### src/rtl/stack_seq.sv
module stack_seq #(
  parameter logic [15:0] SP_INIT = 16'h01FF
) (
  input  logic        clk,
  input  logic        rst_n,
  input  logic        cmd_valid,
  input  logic [7:0]  cmd_op,
  input  logic [15:0] ret_in,
  input  logic [15:0] ix_in,
  input  logic [15:0] iy_in,
  input  logic [7:0]  a_in,
  input  logic [7:0]  b_in,
  input  logic [7:0]  ccr_in,
  input  logic        irq,
  output logic [15:0] mem_addr,
  output logic [7:0]  mem_wdata,
  input  logic [7:0]  mem_rdata,
  output logic        mem_en,
  output logic        mem_we,
  output logic [15:0] ret_out,
  output logic [15:0] ix_out,
  output logic [15:0] iy_out,
  output logic [7:0]  a_out,
  output logic [7:0]  b_out,
  output logic [7:0]  ccr_out,
  output logic        done,
  output logic        busy,
  output logic        waiting,
  output logic [15:0] sp
);
  localparam int FRAME = 9;
  localparam logic [3:0] SHORT_LAST = 4'd1;
  localparam logic [3:0] LONG_LAST  = 4'(FRAME - 1);

  typedef enum logic [1:0] {S_IDLE, S_MOVE, S_HOLD} st_t;

  st_t         st;
  logic        pull_q, wai_q, done_q;
  logic [3:0]  cnt_q, last_q;
  logic [15:0] sp_q;
  logic [7:0]  fr [FRAME];

  wire op_call = (cmd_op == 8'h9D) || (cmd_op == 8'hAD) || (cmd_op == 8'hBD) || (cmd_op == 8'h8D);
  wire op_rts  = (cmd_op == 8'h39);
  wire op_swi  = (cmd_op == 8'h3F);
  wire op_wai  = (cmd_op == 8'h3E);
  wire op_rti  = (cmd_op == 8'h3B);
  wire op_pull = op_rts || op_rti;
  wire take    = (st == S_IDLE) && cmd_valid && (op_call || op_rts || op_swi || op_wai || op_rti);

  wire        final_byte = (st == S_MOVE) && (cnt_q == last_q);
  wire [3:0]  slot = pull_q ? (last_q - cnt_q) : cnt_q;
  wire [15:0] step = {12'd0, last_q} + 16'd1;

  assign mem_en    = (st == S_MOVE);
  assign mem_we    = mem_en && !pull_q;
  assign mem_addr  = pull_q ? (sp_q + 16'd1 + {12'd0, cnt_q}) : (sp_q - {12'd0, cnt_q});
  assign mem_wdata = fr[slot];

  assign ret_out = {fr[1], fr[0]};
  assign iy_out  = {fr[3], fr[2]};
  assign ix_out  = {fr[5], fr[4]};
  assign a_out   = fr[6];
  assign b_out   = fr[7];
  assign ccr_out = fr[8];
  assign done    = done_q;
  assign busy    = (st != S_IDLE);
  assign waiting = (st == S_HOLD);
  assign sp      = sp_q;

  always_ff @(posedge clk or negedge rst_n) begin
    if (!rst_n) begin
      st     <= S_IDLE;
      pull_q <= 1'b0;
      wai_q  <= 1'b0;
      done_q <= 1'b0;
      cnt_q  <= 4'd0;
      last_q <= SHORT_LAST;
      sp_q   <= SP_INIT;
      for (int i = 0; i < FRAME; i++) fr[i] <= 8'd0;
    end else begin
      done_q <= 1'b0;
      case (st)
        S_IDLE: if (take) begin
          pull_q <= op_pull;
          wai_q  <= op_wai;
          last_q <= (op_call || op_rts) ? SHORT_LAST : LONG_LAST;
          cnt_q  <= 4'd0;
          st     <= S_MOVE;
          if (!op_pull) begin
            fr[0] <= ret_in[7:0];
            fr[1] <= ret_in[15:8];
            fr[2] <= iy_in[7:0];
            fr[3] <= iy_in[15:8];
            fr[4] <= ix_in[7:0];
            fr[5] <= ix_in[15:8];
            fr[6] <= a_in;
            fr[7] <= b_in;
            fr[8] <= ccr_in;
          end
        end
        S_MOVE: begin
          if (pull_q) fr[slot] <= mem_rdata;
          if (final_byte) begin
            sp_q   <= pull_q ? (sp_q + step) : (sp_q - step);
            done_q <= 1'b1;
            st     <= wai_q ? S_HOLD : S_IDLE;
          end else begin
            cnt_q <= cnt_q + 4'd1;
          end
        end
        S_HOLD: if (irq) st <= S_IDLE;
        default: st <= S_IDLE;
      endcase
    end
  end
endmodule

### config.mk
export PLATFORM = sky130hd
export DESIGN_NAME = stack_seq
export DESIGN_NICKNAME = d
export VERILOG_FILES = /design/src/rtl/stack_seq.sv
export SDC_FILE = /design/constraint.sdc
export NUM_CORES = 1
export LEC_CHECK = 0
export BUFFER_PORTS_ARGS = -buffer_cell sky130_fd_sc_hd__buf_2
export CAP_MARGIN = 20
export CORE_ASPECT_RATIO = 0.75
export CORE_MARGIN = 10
export CORE_UTILIZATION = 35
export CTS_BUF_LIST = sky130_fd_sc_hd__clkbuf_16
export DETAILED_ROUTE_END_ITERATION = 6
export GPL_ROUTABILITY_DRIVEN = 0
export PLACE_DENSITY = 0.61
export REMOVE_ABC_BUFFERS = 1
export SYNTH_ARGS = -nofsm -noshare
export SYNTH_HDL_FRONTEND = slang
export SYNTH_SLANG_ARGS = --single-unit
### constraint.sdc
create_clock -name clk -period 9.5 [get_ports clk]
set_clock_uncertainty 0.2 [all_clocks]
set_input_delay 0.475 -clock clk [delete_from_list [all_inputs] [get_ports clk]]
set_output_delay 0.475 -clock clk [all_outputs]
set_load 0.005 [all_outputs]
==> metrics.md, run 1 <==
| Metric | Value |
|---|---|
| Status | completed |
| Pre-antenna DRT Iters | 5 |
| Starting density of the core | 35.8% |
| Initial drt markers | 589 |
| Via count | 6406 |
| Die height | 140 um |
| CTS tree | done |
| Mapped Cells | 675 |
| Synth unique cells | 60 |
| Max-Cap Viols | 0 |
| Vias per cell | 5.79 |
| Sink Count | 99 |
| Layout Cells excl Fill | 1107 |
| Diodes inserted | 0 |
| Total track usage | 19.5% |
| CTS root buf | clkbuf_16 |
| Max-slew headroom | 26.9% |
| Fmax | 248 MHz |
| NumNets Final | 976 |
| CP Data Required Time | 8830 ps |
| WL/cell | 22.5 um |
| Post-synthesis register bit count | 99 |
| Global route total overflow | 0 |
| Fillers | 1872 |
| IO Pins | 209 |
| Global-route wire length before repair | 38500 um |
| Final Critical Period | 4030 ps |
| Setup violations, final | 0 |
| Synth-to-layout area growth | 23.9% |
| Final hold violations | 0 |
| Remaining antenna violation count after routing | 0 |
| Max clock buf depth | 2 |
| Post-Syn Area | 6670 um^2 |
| Critical path endpoint category | output pin |
| LEAKAGE | 0.00369 uW |
| Post-CTS Resized | 0 |
| Data arrival, critical path | 3350 ps |
| Setup CP Type | register to output pin |
| Tcrit/Tclk final | 42.4% |
| Die Footprint | 25000 um^2 |
| Maximum vdd drop | 0.178 mV |
| Register area | 2490 um^2 |
| RSZ-0062 raised after global routing | false |
| # placed instances | 1090 |
| Skew-Pair Late Insertion Delay | 360 ps |
| Number of flops mapped to enable cells by yosys | 0 |
| H-tree Lvls | 3 |
| Footprint of the multi-input gates | 3900 um^2 |
| Startpoint types | register |
| I/O Buffers | 208 |
| Mapped Avg Cell Area | 9.88 um^2 |
| DRC Markers | 0 |
| Hold Path Class | primary input to register |
| Initial antenna violation count | 0 |
| Share of layout cells above drive strength 1 | 32.3% |
| Total CTS buffers | 9 |
| Syn. warnings | 0 |
| Detailed-route wire length | 24900 um |
| Sequential cell area fraction in the yosys report | 37.3% |
| Synth async-reset ratio | 100% |
| Largest net degree at the start of global routing | 82 |
| Core ar. | 18600 um^2 |
| Worst slew pin tran | 1090 ps |
| Clock slew seen by the registers of the worst setup and hold paths | 80 ps |
| Fin Setup TNS | 0 ps |
| Critical Path Fanout Max | 15 |
| Floorplan row count | 43 |
| Prevailing post-synth register cell | dfrtp_1 |
| PD cells | 399 nW/um^2 |
| Die width | 179 um |
| DP HPWL | 18000 um |
| Final Slew Violations | 0 |
| Vias in the first global route | 6258 |
registers in the layout (all words and copies together), names as in the netlist, 4 cells and up:
name and flops:
ccr_out 8, a_out 8, ret_out 16, sp 16, cnt_q 4, ix_out 16
iy_out 16, b_out 8
layout make-up:
| class | instances | area share, % |
|---|---|---|
| Clock buffer | 9 | 2.73 |
| Clock inverter | 7 | 1.27 |
| Inverter | 23 | 1.05 |
| Multi-Input combinational cell | 501 | 47.2 |
| Sequential cell | 99 | 30.1 |
| Tap cell | 247 | 3.74 |
| Timing Repair Buffer | 221 | 13.8 |
layer usage:
| metal | vias to the layer above | share of wire [%] | global-route usage, % |
|---|---|---|---|
| met1 | 3132 | 46 | 28.0 |
| li1 | 3002 | - | - |
| met4 | 0 | 1.1 | 3.62 |
| met2 | 254 | 45 | 28.4 |
| met3 | 18 | 8.0 | 5.70 |
| met5 | - | 0 | 0 |
critical path: stages, from the launching register on:
cell,delay (ps)
dfrtp_1,610
inv_1,190
ha_1,230
nand2b_1,190
xnor2_2,790
nor2_1,420
nand3_1,180
o21ai_0,170
buf_2,220
path summary, 6_finish.rpt:
kind                                 startpoint                       to  slack (ps)  depth (start not counted)
min reg2reg                   wai_q$_DFFE_PN0P_        st[1]$_DFFE_PN0P_         300                          1
max reg2reg                   st[0]$_DFFE_PN0P_   ix_out[11]$_DFFE_PN0P_        5600                          6
min                                  ret_in[12]  ret_out[12]$_DFFE_PN0P_         190                          3
max in group asynchronous                 rst_n     cnt_q[2]$_DFFE_PN0P_        7400                          3
min in group asynchronous                 rst_n    iy_out[0]$_DFFE_PN0P_         410                          2
max                        cnt_q[1]$_DFFE_PN0P_             mem_wdata[3]        5470                          8
Yosys cell counts, drive strengths merged (10+ instances only):
master	number	share of area, %
nand3	21	1.8
clkbuf	35	2.0
a32oi	32	4.2
nand2	44	2.5
ha	26	4.9
mux2i	11	1.7
dfstp	10	3.9
mux4	16	5.4
xnor2	22	3.2
a22oi	27	3.0
o22ai	10	1.0
a21o	10	1.1
a22o	15	2.0
nor2	32	1.8
o2bb2ai	60	7.9
dfrtp	89	33
o21ai	47	3.5
inv	21	1.2
nor3	17	1.3
buf	17	1.2
a21oi	19	1.5
cell families after synthesis:
family / share of synthesized area, %
AO/OA/AOI/OAI: 29.3
AND/OR/NAND/NOR: 11.4
flip-flops: 37.3
buffers and inverters: 4.45
XOR/XNOR: 4.35
multiplexers: 7.39
adder cells (fa/ha/maj): 5.78
cells in the final DEF (no fill, tap or decap), drive strengths merged, types with 3 or more instances in the layout:
| cell type | synthesis | final |
|---|---|---|
| xor2 | 9 | 9 |
| nand4 | 5 | 5 |
| a21o | 10 | 10 |
| nor3 | 17 | 17 |
| nand3 | 21 | 21 |
| nand2 | 44 | 44 |
| a31oi | 3 | 3 |
| a2bb2oi | 7 | 7 |
| nor4 | 6 | 6 |
| a22oi | 27 | 27 |
| inv | 21 | 25 |
| o211ai | 7 | 7 |
| nor2b | 4 | 4 |
| o31ai | 6 | 6 |
| clkbuf | 35 | 9 |
| xnor2 | 22 | 22 |
| a32oi | 32 | 32 |
| buf | 17 | 220 |
| o2bb2ai | 60 | 60 |
| o22ai | 10 | 10 |
| ha | 26 | 26 |
| o21a | 4 | 4 |
| a21oi | 19 | 19 |
| dfrtp | 89 | 89 |
| or4 | 6 | 6 |
| a211oi | 5 | 5 |
| o21ai | 47 | 47 |
| mux4 | 16 | 16 |
| or3 | 4 | 4 |
| nand2b | 4 | 4 |
| dfstp | 10 | 10 |
| nor2 | 32 | 32 |
| mux2i | 11 | 11 |
| a22o | 15 | 15 |
| fa | 3 | 3 |
per-stage QoR:
stage,power [uW],hold slack [ps],setup WS [ps],util [%],cell area [um^2]
floorplan,2070,-20.6,3330,-,6460
global placement,2860,250,5820,42.5,7920
detailed placement,2870,249,5730,42.5,7920
CTS,3300,176,5520,44.4,8260
global route,3550,187,5210,44.4,8260
finish,3290,188,5470,44.4,8260
timing repair:
action | in CTS | in global routing
setup buffers | 0 | 0
endpoints found under the hold margin | 31 | 0
hold buffers | 1 | 0
where the power goes:
part	switching [uW]	total, uW	internal (uW)
registers	219	843	624
clock network	181	417	236
logic	1140	2030	888
(Power assumes the default switching activity.)
==> run 2, diff against run 1 <==
==> constraint.sdc (replaced) <==
create_clock -name clk -period 4.16 [get_ports clk]
set_clock_uncertainty 0.2 [all_clocks]
set_input_delay 0.208 -clock clk [delete_from_list [all_inputs] [get_ports clk]]
set_output_delay 0.208 -clock clk [all_outputs]
set_load 0.005 [all_outputs]
==> metrics.md, run 2 (synthesis results as in run 1) <==
| Metric | Value |
|---|---|
| Status | completed (unchanged) |
| Critical R2R Capture | a_out[3]$_DFFE_PN0P_ (was ix_out[11]$_DFFE_PN0P_) |
| DP Area | 8010 um^2 (was 7920 um^2) |
| WHS Endpoint | a_out[7]$_DFFE_PN0P_ (was ret_out[12]$_DFFE_PN0P_) |
| Floorplan row count | 43 (unchanged) |
| Register share of total power | 26.1% (was 25.6%) |
| Reg2Reg Depth | 8 (was 6) |
| Vias per cell | 5.87 (was 5.79) |
| Finished Cell Area | 9030 um^2 (was 8260 um^2) |
| Core ar. | 18600 um^2 (unchanged) |
| Total track usage | 20.3% (was 19.5%) |
| Max-Cap Viols | 0 (unchanged) |
| Total CTS buffers | 9 (unchanged) |
| P_int | 4020 uW (was 1750 uW) |
| DP HPWL | 18900 um (was 18000 um) |
| I/O Buffers | 208 (unchanged) |
| Setup violations, final | 0 (unchanged) |
| Final Critical Period | 3500 ps |
| RSZ-0062 raised after global routing | false (unchanged) |
| CTS tree | done (unchanged) |
| Most common cell after layout, fill and taps aside | buf_2 (unchanged) |
| Clock share of power | 11.2% (was 12.7%) |
| Worst slew pin tran | 951 ps (was 1090 ps) |
| Pre-antenna DRT Iters | 6 (was 5) |
| Vias in the first global route | 6816 (was 6258) |
| Initial drt markers | 626 (was 589) |
| Worst hold margin | 20.0 ps (was 188 ps) |
| Tot Pwr | 7620 uW (was 3290 uW) |
| Max clock buf depth | 2 (unchanged) |
| Die Footprint | 25000 um^2 (unchanged) |
| LEAKAGE | 0.00403 uW (was 0.00369 uW) |
| Global route total overflow | 0 (unchanged) |
| PD cells | 845 nW/um^2 (was 399 nW/um^2) |
| H-tree Lvls | 3 (unchanged) |
| Starting density of the core | 35.8% (unchanged) |
| Post-layout util | 48.5% (was 44.4%) |
| WL/cell | 22.2 um (was 22.5 um) |
| Max-slew headroom | 36.5% (was 26.9%) |
| Skew-Pair Late Insertion Delay | 360 ps (about the same) |
| IO Pins | 209 (unchanged) |
| Critical Path Fanout Max | 36 (was 15) |
| Final Slew Violations | 0 (unchanged) |
| Largest net degree at the start of global routing | 61 (was 82) |
| NumNets Final | 1056 (was 976) |
| Data arrival, critical path | 3590 ps (was 3350 ps) |
| Setup CP Type | register to register (was register to output pin) |
| Final hold violations | 0 (unchanged) |
| Startpoint types | register (unchanged) |
| Global-route wire length before repair | 40000 um (was 38500 um) |
| Die width | 179 um (unchanged) |
| DRC Markers | 0 (unchanged) |
| Via count | 6982 (was 6406) |
| Postcts setup bufs | 0 (unchanged) |
| Tcrit/Tclk final | 84.0% |
| Hold path depth | 3 (unchanged) |
| Detailed-route wire length | 26400 um (was 24900 um) |
| Maximum vdd drop | 0.326 mV (was 0.178 mV) |
| Switching Share | 47.3% (was 46.9%) |
| Most frequent cells in the layout | buf_2, dfrtp_1, dlygate4sd3_1 (was buf_2, dfrtp_1, o2bb2ai_1) |
| Die height | 140 um (unchanged) |
| Remaining antenna violation count after routing | 0 (unchanged) |
| CP Data Required Time | 4250 ps (was 8830 ps) |
| Synth-to-layout area growth | 35.3% (was 23.9%) |
| Hold Path Class | primary input to register (unchanged) |
| Comb pwr share | 62.7% (was 61.7%) |
| Min-delay src | a_in[7] (was ret_in[12]) |
| CTS root buf | clkbuf_16 (unchanged) |
| Initial antenna violation count | 2 (was 0) |
| Share of layout cells above drive strength 1 | 30.9% (was 32.3%) |
| Sink Count | 99 (unchanged) |
| Clock slew seen by the registers of the worst setup and hold paths | 80 ps (about the same) |
| Worst r2r src | last_q[0]$_DFFE_PN1P_ (was st[0]$_DFFE_PN0P_) |
| Fmax | 286 MHz |
| P_sw | 3600 uW (was 1540 uW) |
| Reg2reg setup slack | 660 ps (was 5600 ps) |
| Critical path endpoint category | register (was output pin) |
==> run 2: how the worst max path moves through the flow <==
stage                          start                      to  slack (ps)
4_1_cts        last_q[0]$_DFFE_PN1P_            mem_wdata[0]         340
2_1_floorplan      st[1]$_DFFE_PN0P_   ix_out[6]$_DFFE_PN0P_       -2010
5_1_grt        last_q[0]$_DFFE_PN1P_    a_out[3]$_DFFE_PN0P_         390
6_report       last_q[0]$_DFFE_PN1P_    a_out[3]$_DFFE_PN0P_         660
3_5_place_dp   last_q[0]$_DFFE_PN1P_  iy_out[15]$_DFFE_PN0P_         690
3_3_place_gp   last_q[0]$_DFFE_PN1P_   iy_out[1]$_DFFE_PN0P_         700
==> run 2: worst max-delay path: stages, from the launching register on <==
cell	delay, ps
dfstp_2	520
inv_1	70
ha_1	220
o31ai_1	350
nand3_4	150
xnor2_4	720
nor2_1	250
o211ai_1	670
a22o_1	260
==> run 2: area by class of cell <==
type                       count  area [um^2]
multi-input combinational    501         3900
antenna                        2         5.00
tap                          247          309
clock buffer                   9          225
inverter                      23         86.3
timing repair buffer         301         1940
clock inverter                 7         67.6
fill                        1801         9590
sequential                    99         2490
==> run 2: per-layer routing <==
| metal | up-vias | wire, um | global-route usage (%) |
|---|---|---|---|
| met5 | - | 0 | 0 |
| li1 | 3173 | - | - |
| met2 | 386 | 11600 | 29.3 |
| met1 | 3366 | 11300 | 27.7 |
| met3 | 57 | 2650 | 6.14 |
| met4 | 0 | 793 | 7.32 |
==> run 2: power by group through the flow <==
stage / Clock [uW] / Combinational (uW) / Sequential, uW
detailed placement: 0 / 4650 / 1980
global route: 910 / 5230 / 2040
floorplan: 0 / 2850 / 1870
CTS: 874 / 4720 / 1970
finish: 853 / 4780 / 1990
global placement: 0 / 4580 / 2000
==> run 2: metrics by stage <==
step / cells / setup TNS, ps / setup WS (ps)
after global routing: 1189 / 0 / 395
after CTS: 1186 / 0 / 339
after floorplan: 623 / -111260 / -2010
after global placement: 1100 / 0 / 701
final: 1189 / 0 / 665
after detailed placement: 1101 / 0 / 693
==> run 2: timing repair <==
| item | in CTS | in global routing |
|---|---|---|
| hold endpoints to repair | 116 | 0 |
| gates resized for setup | 0 | 0 |
| hold buffers | 69 | 0 |
==> run 3, diff against run 2 <==
--- a/config.mk
+++ b/config.mk
@@ -13,7 +13,7 @@
 export CTS_BUF_LIST = sky130_fd_sc_hd__clkbuf_16
 export DETAILED_ROUTE_END_ITERATION = 6
 export GPL_ROUTABILITY_DRIVEN = 0
-export PLACE_DENSITY = 0.61
+export PLACE_DENSITY = 0.64
 export REMOVE_ABC_BUFFERS = 1
 export SYNTH_ARGS = -nofsm -noshare
 export SYNTH_HDL_FRONTEND = slang
==> constraint.sdc (replaced) <==
create_clock -name clk -period 3.11 [get_ports clk]
set_clock_uncertainty 0.2 [all_clocks]
set_input_delay 0.1555 -clock clk [delete_from_list [all_inputs] [get_ports clk]]
set_output_delay 0.1555 -clock clk [all_outputs]
set_load 0.005 [all_outputs]
==> metrics.md, run 3 (synthesis results as in run 1) <==
| Metric | Value |
|---|---|
| Status | completed (unchanged) |
| Critical Path Fanout Max | 5 (was 36) |
| Final hold violations | 0 (unchanged) |
| Setup WS pre-CTS | 197 ps (was 693 ps) |
| Clock slew seen by the registers of the worst setup and hold paths | 80 ps (about the same) |
| Detailed-route wire length | 26200 um (was 26400 um) |
| Worst hold margin | 34.1 ps (was 20.0 ps) |
| Vias in the first global route | 6872 (was 6816) |
| Sink Count | 99 (unchanged) |
| Final Slew Violations | 0 (unchanged) |
| Setup CP Type | register to output pin (was register to register) |
| Maximum vdd drop | 0.624 mV (was 0.326 mV) |
| Via count | 6950 (was 6982) |
| CTS tree | done (unchanged) |
| Largest net degree at the start of global routing | 53 (was 61) |
| WL/cell | 21.6 um (was 22.2 um) |
| Skew-Pair Late Insertion Delay | 360 ps (about the same) |
| Critical path endpoint category | output pin (was register) |
| Most common cell after layout, fill and taps aside | buf_2 (unchanged) |
| Max-slew headroom | 35.7% (was 36.5%) |
| Share of layout cells above drive strength 1 | 32.8% (was 30.9%) |
| Core ar. | 18600 um^2 (unchanged) |
| Total track usage | 19.9% (was 20.3%) |
| LEAKAGE | 0.00419 uW (was 0.00403 uW) |
| Die width | 179 um (unchanged) |
| IO Pins | 209 (unchanged) |
| Pre-antenna DRT Iters | 5 (was 6) |
| Initial antenna violation count | 1 (was 2) |
| H-tree Lvls | 3 (unchanged) |
| CTS root buf | clkbuf_16 (unchanged) |
| Global-route wire length before repair | 39700 um (was 40000 um) |
| Floorplan row count | 43 (unchanged) |
| Data arrival, critical path | 2690 ps (was 3590 ps) |
| Die Footprint | 25000 um^2 (unchanged) |
| Register area | 2490 um^2 (about the same) |
| Final WS setup | 62.7 ps (was 665 ps) |
| DP Area | 8110 um^2 (was 8010 um^2) |
| NumNets Final | 1082 (was 1056) |
| Max clock buf depth | 2 (unchanged) |
| Most frequent cells in the layout | buf_2, dfrtp_1, dlygate4sd3_1 (unchanged) |
| Worst slew pin tran | 957 ps (was 951 ps) |
| Die height | 140 um (unchanged) |
| PD cells | 1140 nW/um^2 (was 845 nW/um^2) |
| Tcrit/Tclk final | 98.0% |
| Vias per cell | 5.72 (was 5.87) |
| DRC Markers | 0 (unchanged) |
| Fmax | 328 MHz |
| I/O Buffers | 208 (unchanged) |
| Starting density of the core | 35.8% (unchanged) |
| Global route total overflow | 0 (unchanged) |
| Synth-to-layout area growth | 41.0% (was 35.3%) |
| Initial drt markers | 750 (was 626) |
| CP Data Required Time | 2750 ps (was 4250 ps) |
| Finished Cell Area | 9400 um^2 (was 9030 um^2) |
| Total CTS buffers | 9 (unchanged) |
| Remaining antenna violation count after routing | 0 (unchanged) |
| Reg2reg setup slack | 100 ps (was 660 ps) |
| Footprint of the multi-input gates | 3970 um^2 (was 3900 um^2) |
| Startpoint types | register (unchanged) |
| Final Critical Period | 3050 ps |
| Setup violations, final | 0 (unchanged) |
| Hold Path Class | primary input to register (unchanged) |
| DP HPWL | 18700 um (was 18900 um) |
| Max-Cap Viols | 0 (unchanged) |
| Fillers | 1710 (was 1801) |
## run 3: cell count changes in the layout (fill, tap and decap cells not counted), moves of 3 or more
cell           change
clkbuf_16          +3
o21ai_0            -3
buf_12             +5
o21ai_1            +3
buf_4              +9
dlygate4sd3_1     +10
## run 3: metrics by stage
| step | power [uW] | util, % | instances | setup TNS, ps |
|---|---|---|---|---|
| global placement | 8940 | 43.6 | 1111 | 0 |
| CTS | 10300 | 49.6 | 1208 | 0 |
| detailed placement | 9000 | 43.6 | 1111 | 0 |
| finish | 10700 | 50.5 | 1214 | 0 |
| global route | 11500 | 50.5 | 1214 | -12.7 |
| floorplan | 6320 | - | 623 | -211250 |
## run 3: path summary, 6_finish.rpt
| check | to | startpoint | depth (start not counted) |
|---|---|---|---|
| worst max-delay path | mem_wdata[7] | last_q[0]$_DFFE_PN1P_ | 10 |
| worst min-delay path | ix_out[1]$_DFFE_PN0P_ | mem_rdata[1] | 3 |
| worst max register to register | ret_out[5]$_DFFE_PN0P_ | last_q[0]$_DFFE_PN1P_ | 8 |
| worst min register to register | st[1]$_DFFE_PN0P_ | wai_q$_DFFE_PN0P_ | 1 |
| max in group asynchronous | b_out[0]$_DFFE_PN0P_ | rst_n | 3 |
| min in group asynchronous | sp[14]$_DFFE_PN0P_ | rst_n | 2 |
## run 3: layout make-up
cell class                 count  area share (%)
clock inverter                 7           0.692
clock buffer                   9            2.40
timing repair buffer         327            24.0
multi-input combinational    501            42.2
tap                          247            3.29
sequential                    99            26.5
inverter                      23           0.918
antenna                        1          0.0266
## run 3: routing by layer
metal | vias up | share of wire (%) | track usage (%)
met2 | 347 | 43 | 28.1
li1 | 3216 | - | -
met1 | 3346 | 46 | 28.7
met5 | - | 0 | 0
met3 | 41 | 9.1 | 4.92
met4 | 0 | 2.3 | 6.68
## run 3: what timing repair did
item / CTS / global route
endpoints found under the hold margin: 114 / 0
buffers inserted: 2 / 2
gates cloned: 0 / 3
pin swaps: 0 / 3
hold buffers: 79 / 0
gates resized for setup: 0 / 19
setup endpoints to repair: 1 / 17
## run 3: power breakdown
part | leakage, uW | switching, uW | total [uW] | internal [uW]
Combinational | 0.00285 | 3730 | 6990 | 3260
Sequential | 0.00120 | 690 | 2600 | 1910
Clock | 0.000147 | 574 | 1140 | 569
Total | 0.00419 | 4990 | 10700 | 5740
## run 3: worst max-delay path, stage by stage, from the launching register on
cell       delay (ps)
dfstp_2           520
inv_1              90
ha_4              180
inv_2              60
ha_4              200
mux2i_4           300
clkbuf_16         230
mux4_2            340
mux2i_1           140
o21ai_0           110
buf_2             150
